### src/rtl/cpu_irq_pkg.sv
package cpu_irq_pkg;
  localparam int ID_W   = 10;
  localparam int SRC_W  = 3;
  localparam int PRIO_W = 8;
  localparam int ADDR_W = 8;
  localparam int DATA_W = 32;

  localparam logic [ID_W-1:0]   SPURIOUS_ID = 10'd1023;
  localparam logic [PRIO_W-1:0] IDLE_PRIO   = 8'hFF;

  localparam logic [ADDR_W-1:0] OFS_CTRL = 8'h00;
  localparam logic [ADDR_W-1:0] OFS_MASK = 8'h04;
  localparam logic [ADDR_W-1:0] OFS_ACK  = 8'h0C;
  localparam logic [ADDR_W-1:0] OFS_EOI  = 8'h10;
  localparam logic [ADDR_W-1:0] OFS_RUN  = 8'h14;
  localparam logic [ADDR_W-1:0] OFS_HIGH = 8'h18;
  localparam logic [ADDR_W-1:0] OFS_IDNT = 8'hFC;

  typedef struct packed {
    logic [PRIO_W-1:0] prio;
    logic [SRC_W-1:0]  src;
    logic [ID_W-1:0]   id;
  } act_entry_t;
endpackage

### src/rtl/irq_qualify.sv
module irq_qualify
  import cpu_irq_pkg::*;
#(
  parameter int PRIO_BITS = 4
) (
  input  logic              enable,
  input  logic              pend_valid,
  input  logic [PRIO_W-1:0] pend_prio,
  input  logic [PRIO_W-1:0] mask,
  input  logic [PRIO_W-1:0] running,
  input  logic              stack_full,
  output logic [PRIO_W-1:0] prio_eff,
  output logic              qualifies
);
  localparam logic [PRIO_W-1:0] KEEP = ~((PRIO_W'(1) << (PRIO_W - PRIO_BITS)) - PRIO_W'(1));

  always_comb begin
    prio_eff  = pend_prio & KEEP;
    qualifies = enable && pend_valid && !stack_full &&
                (prio_eff < mask) && (prio_eff < running);
  end
endmodule

### src/rtl/prio_stack.sv
module prio_stack
  import cpu_irq_pkg::*;
#(
  parameter int DEPTH = 4
) (
  input  logic       clk,
  input  logic       rst_n,
  input  logic       push,
  input  act_entry_t push_entry,
  input  logic       pop,
  output act_entry_t top_entry,
  output logic       empty,
  output logic       full
);
  localparam int CNT_W = $clog2(DEPTH + 1);
  localparam int IDX_W = (DEPTH > 1) ? $clog2(DEPTH) : 1;

  act_entry_t       slot_q [DEPTH];
  logic [CNT_W-1:0] count_q;
  logic [CNT_W-1:0] top_ix;
  logic [CNT_W-1:0] wr_ix;

  assign empty  = (count_q == '0);
  assign full   = (count_q == CNT_W'(DEPTH));
  assign top_ix = count_q - CNT_W'(1);
  assign wr_ix  = count_q;

  always_comb begin
    if (empty) begin
      top_entry      = '0;
      top_entry.prio = IDLE_PRIO;
      top_entry.id   = SPURIOUS_ID;
    end else begin
      top_entry = slot_q[top_ix[IDX_W-1:0]];
    end
  end

  for (genvar g = 0; g < DEPTH; g++) begin : g_slot
    always_ff @(posedge clk or negedge rst_n) begin
      if (!rst_n) slot_q[g] <= '0;
      else if (push && !full && wr_ix == CNT_W'(g)) slot_q[g] <= push_entry;
    end
  end

  always_ff @(posedge clk or negedge rst_n) begin
    if (!rst_n) count_q <= '0;
    else if (push && !full) count_q <= count_q + CNT_W'(1);
    else if (pop && !empty) count_q <= count_q - CNT_W'(1);
  end

  AST_NO_OVERFLOW: assert property (@(posedge clk) disable iff (!rst_n)
    count_q <= CNT_W'(DEPTH));
  AST_PUSH_GROWS: assert property (@(posedge clk) disable iff (!rst_n)
    (push && !full) |=> (count_q == $past(count_q) + CNT_W'(1)));
  AST_POP_SHRINKS: assert property (@(posedge clk) disable iff (!rst_n)
    (pop && !push && !empty) |=> (count_q == $past(count_q) - CNT_W'(1)));
endmodule

### src/rtl/cpu_irq_iface.sv
module cpu_irq_iface
  import cpu_irq_pkg::*;
#(
  parameter int          STACK_DEPTH = 4,
  parameter int          PRIO_BITS   = 4,
  parameter logic [31:0] IFACE_ID    = 32'h0002_1A5C
) (
  input  logic              clk,
  input  logic              rst_n,
  input  logic              reg_rd,
  input  logic              reg_wr,
  input  logic [ADDR_W-1:0] reg_addr,
  input  logic [DATA_W-1:0] reg_wdata,
  output logic [DATA_W-1:0] reg_rdata,
  input  logic              pend_valid,
  input  logic [ID_W-1:0]   pend_id,
  input  logic [SRC_W-1:0]  pend_src,
  input  logic [PRIO_W-1:0] pend_prio,
  output logic              irq_o,
  output logic              act_valid,
  output logic [ID_W-1:0]   act_id,
  output logic [SRC_W-1:0]  act_src,
  output logic              done_valid,
  output logic [ID_W-1:0]   done_id,
  output logic [SRC_W-1:0]  done_src
);
  localparam int VAL_W = ID_W + SRC_W;
  localparam logic [PRIO_W-1:0] KEEP = ~((PRIO_W'(1) << (PRIO_W - PRIO_BITS)) - PRIO_W'(1));

  logic              ctrl_en_q;
  logic [PRIO_W-1:0] mask_q;
  logic [PRIO_W-1:0] prio_eff;
  logic              qualifies;
  logic              stk_empty, stk_full;
  act_entry_t        top_entry, push_entry;
  logic [PRIO_W-1:0] running;
  logic              ack_rd, ack_take, eoi_wr, eoi_match;
  logic [VAL_W-1:0]  ack_val, high_val;

  assign running = top_entry.prio;

  irq_qualify #(.PRIO_BITS(PRIO_BITS)) u_qual (
    .enable    (ctrl_en_q),
    .pend_valid(pend_valid),
    .pend_prio (pend_prio),
    .mask      (mask_q),
    .running   (running),
    .stack_full(stk_full),
    .prio_eff  (prio_eff),
    .qualifies (qualifies)
  );

  assign ack_rd    = reg_rd && (reg_addr == OFS_ACK);
  assign ack_take  = ack_rd && qualifies;
  assign eoi_wr    = reg_wr && (reg_addr == OFS_EOI);
  assign eoi_match = eoi_wr && !stk_empty &&
                     (reg_wdata[VAL_W-1:0] == {top_entry.src, top_entry.id});

  always_comb begin
    push_entry.prio = prio_eff;
    push_entry.src  = pend_src;
    push_entry.id   = pend_id;
  end

  prio_stack #(.DEPTH(STACK_DEPTH)) u_stack (
    .clk       (clk),
    .rst_n     (rst_n),
    .push      (ack_take),
    .push_entry(push_entry),
    .pop       (eoi_match),
    .top_entry (top_entry),
    .empty     (stk_empty),
    .full      (stk_full)
  );

  always_ff @(posedge clk or negedge rst_n) begin
    if (!rst_n) begin
      ctrl_en_q <= 1'b0;
      mask_q    <= '0;
    end else if (reg_wr) begin
      if (reg_addr == OFS_CTRL) ctrl_en_q <= reg_wdata[0];
      if (reg_addr == OFS_MASK) mask_q    <= reg_wdata[PRIO_W-1:0] & KEEP;
    end
  end

  assign ack_val  = qualifies  ? {pend_src, pend_id} : {{SRC_W{1'b0}}, SPURIOUS_ID};
  assign high_val = pend_valid ? {pend_src, pend_id} : {{SRC_W{1'b0}}, SPURIOUS_ID};

  always_comb begin
    reg_rdata = '0;
    if (reg_rd) begin
      unique case (reg_addr)
        OFS_CTRL: reg_rdata[0]          = ctrl_en_q;
        OFS_MASK: reg_rdata[PRIO_W-1:0] = mask_q;
        OFS_ACK:  reg_rdata[VAL_W-1:0]  = ack_val;
        OFS_RUN:  reg_rdata[PRIO_W-1:0] = running;
        OFS_HIGH: reg_rdata[VAL_W-1:0]  = high_val;
        OFS_IDNT: reg_rdata             = IFACE_ID;
        default:  reg_rdata             = '0;
      endcase
    end
  end

  assign irq_o      = qualifies;
  assign act_valid  = ack_take;
  assign act_id     = pend_id;
  assign act_src    = pend_src;
  assign done_valid = eoi_match;
  assign done_id    = top_entry.id;
  assign done_src   = top_entry.src;

  AST_IRQ_NEEDS_EN: assert property (@(posedge clk) disable iff (!rst_n)
    irq_o |-> ctrl_en_q);
  AST_RUN_IDLE: assert property (@(posedge clk) disable iff (!rst_n)
    stk_empty |-> (running == IDLE_PRIO));
  AST_ACK_RAISES: assert property (@(posedge clk) disable iff (!rst_n)
    ack_take |=> (running == $past(prio_eff)));
  AST_SPUR_STILL: assert property (@(posedge clk) disable iff (!rst_n)
    (ack_rd && !qualifies && !eoi_wr) |=> $stable(running));
  AST_EOI_IGNORED: assert property (@(posedge clk) disable iff (!rst_n)
    (eoi_wr && !eoi_match && !ack_rd) |=> $stable(running));
  AST_MASK_LOW: assert property (@(posedge clk) disable iff (!rst_n)
    (mask_q & ~KEEP) == '0);
endmodule

### config.mk
export PLATFORM = sky130hd
export DESIGN_NAME = cpu_irq_iface
export DESIGN_NICKNAME = d
export VERILOG_FILES = /design/src/rtl/cpu_irq_pkg.sv /design/src/rtl/irq_qualify.sv /design/src/rtl/prio_stack.sv /design/src/rtl/cpu_irq_iface.sv
export SDC_FILE = /design/constraint.sdc
export NUM_CORES = 1
export LEC_CHECK = 0
export CORE_UTILIZATION = 32
export DETAILED_ROUTE_END_ITERATION = 8
export DONT_BUFFER_PORTS = 1
export SYNTH_ARGS = -nofsm -noshare
export SYNTH_HDL_FRONTEND = slang
export SYNTH_HIERARCHICAL = 1
export SYNTH_SLANG_ARGS = --single-unit
### constraint.sdc
create_clock -name clk -period 6.4 [get_ports clk]
set_clock_uncertainty 0.05 [all_clocks]
set_input_delay 1.28 -clock clk [delete_from_list [all_inputs] [get_ports clk]]
set_output_delay 1.28 -clock clk [all_outputs]
set_load 0.02 [all_outputs]
==> flow_summary_export.csv <==
group,metric,value,unit
power_and_ir_drop,seqPwrFrac,50.0,%
placement,numPortBuffers,0,
timing,period_share,92.0,%
power_and_ir_drop,p_sw_share,21.3,%
critical_path,worst-r2r-cell-count,15,
job,cap_violations,0,
logic_synthesis,muxShareOfSynthArea,27.5,%
cells_and_area,drive_above_1_share,36.5,%
placement,hpwl,10500,um
timing,hold_viol,0,
min_path,min_path_type,"flop to flop",
critical_path,regToRegSetupSlack,0.93,ns
routing,avgRoutedWirePerCell,21.4,um
floorplanning,core_area,0.0174,mm2
routing,highest_layer,"met4",
routing,via_count,3627,
clock_network,cts_tree,"done",
cells_and_area,nets,527,
floorplanning,rows,48,
cells_and_area,regArea,0.00230,mm2
floorplanning,io_pins,127,
logic_synthesis,post-synth-top-count-cell,"dfrtp_1",
cells_and_area,nFillCells,1696,
cells_and_area,fin_cells,677,
clock_network,cts_setup_buffers,0,
critical_path,cp-start-kind,"flop",
logic_synthesis,ys_top_cells_by_area,"dfrtp_1 40%, mux2_2 14%, mux4_2 7.5%",
critical_path,crit_path_max_incr_delay,0.70,ns
logic_synthesis,yosysSeqAreaShare,40.4,%
routing,wl_met2,6530,um
logic_synthesis,synth_ff_type,"dfrtp_1",
logic_synthesis,synth_enable_flop_cells,0,
logic_synthesis,synthTopCellsByCount,"92 x dfrtp_1, 69 x mux2_2, 42 x buf_4",
status,status,"completed",
critical_path,critical_path_arrival,4.56,ns
logic_synthesis,synth_top_area_cell,"dfrtp_1",
timing,fin_crit,5.89,ns
power_and_ir_drop,switching_power,249,uW
clock_network,cts_buffers,9,
floorplanning,die_area,0.0184,mm2
critical_path,cp.required,5.07,ns
global_route,grt_pass1_vias,3848,
global_route,grt_first_pass_wirelength,22700,um
routing,met3_length,1440,um
logic_synthesis,ys_ff_latch,92,
critical_path,cp_slowest_cell,"dfrtp_1",
global_route,grt_util_all_layers,16.9,%
floorplanning,fp.dieW,135,um
routing,met1_length,6200,um
timing,rsz0062_at_grt,"no",
logic_synthesis,yosysWarningCount,6,
cells_and_area,syn2layout_area_growth,6.03,%
routing,totalWireLength,14500,um
clock_network,cts_hold_buffers,0,
cells_and_area,multiInputGateArea,0.00300,mm2
timing,hold_ws,0.451,ns
timing,setup_tns,0,ns
global_route,grt_start_max_net_pins,93,
critical_path,rr_endpoint,"u_stack/slot_q[16]$_DFFE_PN0P_",
routing,first_iter_violations,298,
logic_synthesis,synth_compound_area_share,7.24,%
placement,post-place-cells,661,
power_and_ir_drop,p_per_area,193,mW/mm2
critical_path,r2r-start,"u_stack/count_q[0]$_DFFE_PN0P_",
critical_path,endpoint_kind,"output port",
clock_network,insertion_delay,0.34,ns
critical_path,critical_path_class,"flop to output port",
timing,final-setup-viol-count,0,
power_and_ir_drop,p_int,921,uW
clock_network,cts_sinks,92,
min_path,holdPathStages,1,
clock_network,cts_resized,0,
logic_synthesis,synth-adder-area-share,3.07,%
routing,avgViaCountPerCell,5.36,
power_and_ir_drop,vdd_drop_max,0.000133,V
timing,maxSlewHeadroom,38.6,%
power_and_ir_drop,power,1170,uW
clock_network,cts_root_buffer,"clkbuf_16",
logic_synthesis,syn_area,0.00570,mm2
placement,place_area,0.00574,mm2
logic_synthesis,synth-xor-area-share,2.15,%
power_and_ir_drop,clockPowerShare,46.8,%
critical_path,startpoint,"u_stack/count_q[0]$_DFFE_PN0P_",
critical_path,cp_max_fo,10,
routing,drt-pass1-iter-count,5,
power_and_ir_drop,p_leak,0.00278,uW
power_and_ir_drop,power_frac_comb,3.2,%
clock_network,clk_pin_slew,0.06,ns
cells_and_area,stdcell_area,0.00605,mm2
logic_synthesis,synth_top_family_by_area,"multiplexers",
critical_path,crit_chain,"inv_1 -> ha_1 -> buf_4 -> mux4_2 -> or2_1 -> nor4_1 -> nand3_1 -> nand2_1 -> a311oi_2 -> buf_4 -> inv_1 -> o21ai_0 -> a31oi_1",
logic_synthesis,synth_cells,458,
floorplanning,dieHeight,135,um
critical_path,critPathCapture,"reg_rdata[5]",
routing,antenna_left,0,
logic_synthesis,yosys.area_share.simple,10.9,%
routing,drc,0,
clock_network,cts_max_level,3,
clock_network,clk_path_buf_depth,2,
logic_synthesis,async_flop_share,100,%
placement,gp_congestion,0.894,
global_route,antenna_found_initial,0,
timing,worstMarginPinSlew,0.918,ns
logic_synthesis,synth_top_area_share,40.4,%
logic_synthesis,post_synth.cell_area_avg,12.4,um2
logic_synthesis,synth_cell_types,67,
cells_and_area,antenna_cells,0,
floorplanning,initial_utilization,32.9,%
timing,fmax,0.170,GHz
timing,slew_viol_final,0,
global_route,grt_overflow,0,
layout by cell type (no fill, tap or decap), types with 3 or more instances in the layout:
cell type,count
a21oi_1,12
a31oi_1,7
buf_4,13
clkbuf_16,9
conb_1,26
dfrtp_1,92
ha_1,14
inv_1,14
mux2_2,69
mux2_4,20
mux4_2,19
nand2_1,15
nand2b_1,5
nand3_1,7
nand3b_1,3
nand4_1,6
nor2_1,6
nor2b_1,5
o21ai_0,17
or2_1,16
xnor2_1,13
worst max-delay path, delay by kind of cell, from the launching register on:
family                   cells  cell delay (ns)
adder cells (fa/ha/maj)      1             0.57
AND/OR/NAND/NOR              4             0.83
flip-flops                   1             0.70
buffers and inverters        4             0.88
AO/OA/AOI/OAI                3             0.91
multiplexers                 1             0.31
cell type report:
| cell class | instances | area share, % |
|---|---|---|
| flip-flops and latches | 92 | 38.1 |
| inverters | 14 | 0.869 |
| well taps | 225 | 4.66 |
| repair buffers | 13 | 1.61 |
| clock inverters | 5 | 0.952 |
| clock buffers | 11 | 4.18 |
| multi-input cells | 317 | 49.6 |
how the worst min path moves through the flow:
stage / startpoint / to / slack (ns)
3_3_place_gp: u_stack/slot_q[41]$_DFFE_PN0P_ / u_stack/slot_q[41]$_DFFE_PN0P_ / 0.43
6_report: u_stack/slot_q[58]$_DFFE_PN0P_ / u_stack/slot_q[58]$_DFFE_PN0P_ / 0.45
2_1_floorplan: u_stack/slot_q[40]$_DFFE_PN0P_ / u_stack/slot_q[40]$_DFFE_PN0P_ / 0.42
3_5_place_dp: u_stack/slot_q[58]$_DFFE_PN0P_ / u_stack/slot_q[58]$_DFFE_PN0P_ / 0.44
5_1_grt: u_stack/slot_q[49]$_DFFE_PN0P_ / u_stack/slot_q[49]$_DFFE_PN0P_ / 0.47
4_1_cts: u_stack/slot_q[58]$_DFFE_PN0P_ / u_stack/slot_q[58]$_DFFE_PN0P_ / 0.45
power groups by stage:
stage                     registers (uW)  clock network [uW]  logic (uW)
after floorplan                      595                   0        56.6
after global placement               595                   0        36.0
after detailed placement             595                   0        36.4
after CTS                            584                 562        36.5
after global routing                 584                 584        42.0
final                                584                 548        37.6
cells by family after synthesis:
| logic type | count (synthesis) |
|---|---|
| adders and majority gates | 14 |
| DFF | 92 |
| muxes | 111 |
| xor gates and xnor gates | 14 |
| and+or+nand+nor | 91 |
| AOI/OAI and AO/OA | 61 |
| other | 2 |
| buffers and inverters | 73 |
per-layer routing:
metal,global-route usage (%),vias up
li1,-,1579
met1,22.0,1857
met2,25.6,168
met3,6.43,23
met4,5.37,0
met5,0,-
metrics by stage:
step	worst slack [ns]	utilization, %
global route	0.230	34.8
global placement	0.984	33.0
finish	0.512	34.8
detailed placement	0.905	33.0
CTS	0.565	34.8
floorplan	0.814	-
sequential cells by signal (all words and copies together), names as in the netlist:
name             cells
ctrl_en_q            1
mask_q               4
u_stack/count_q      3
u_stack/slot_q      84
Power figures use the tool's default switching activity.
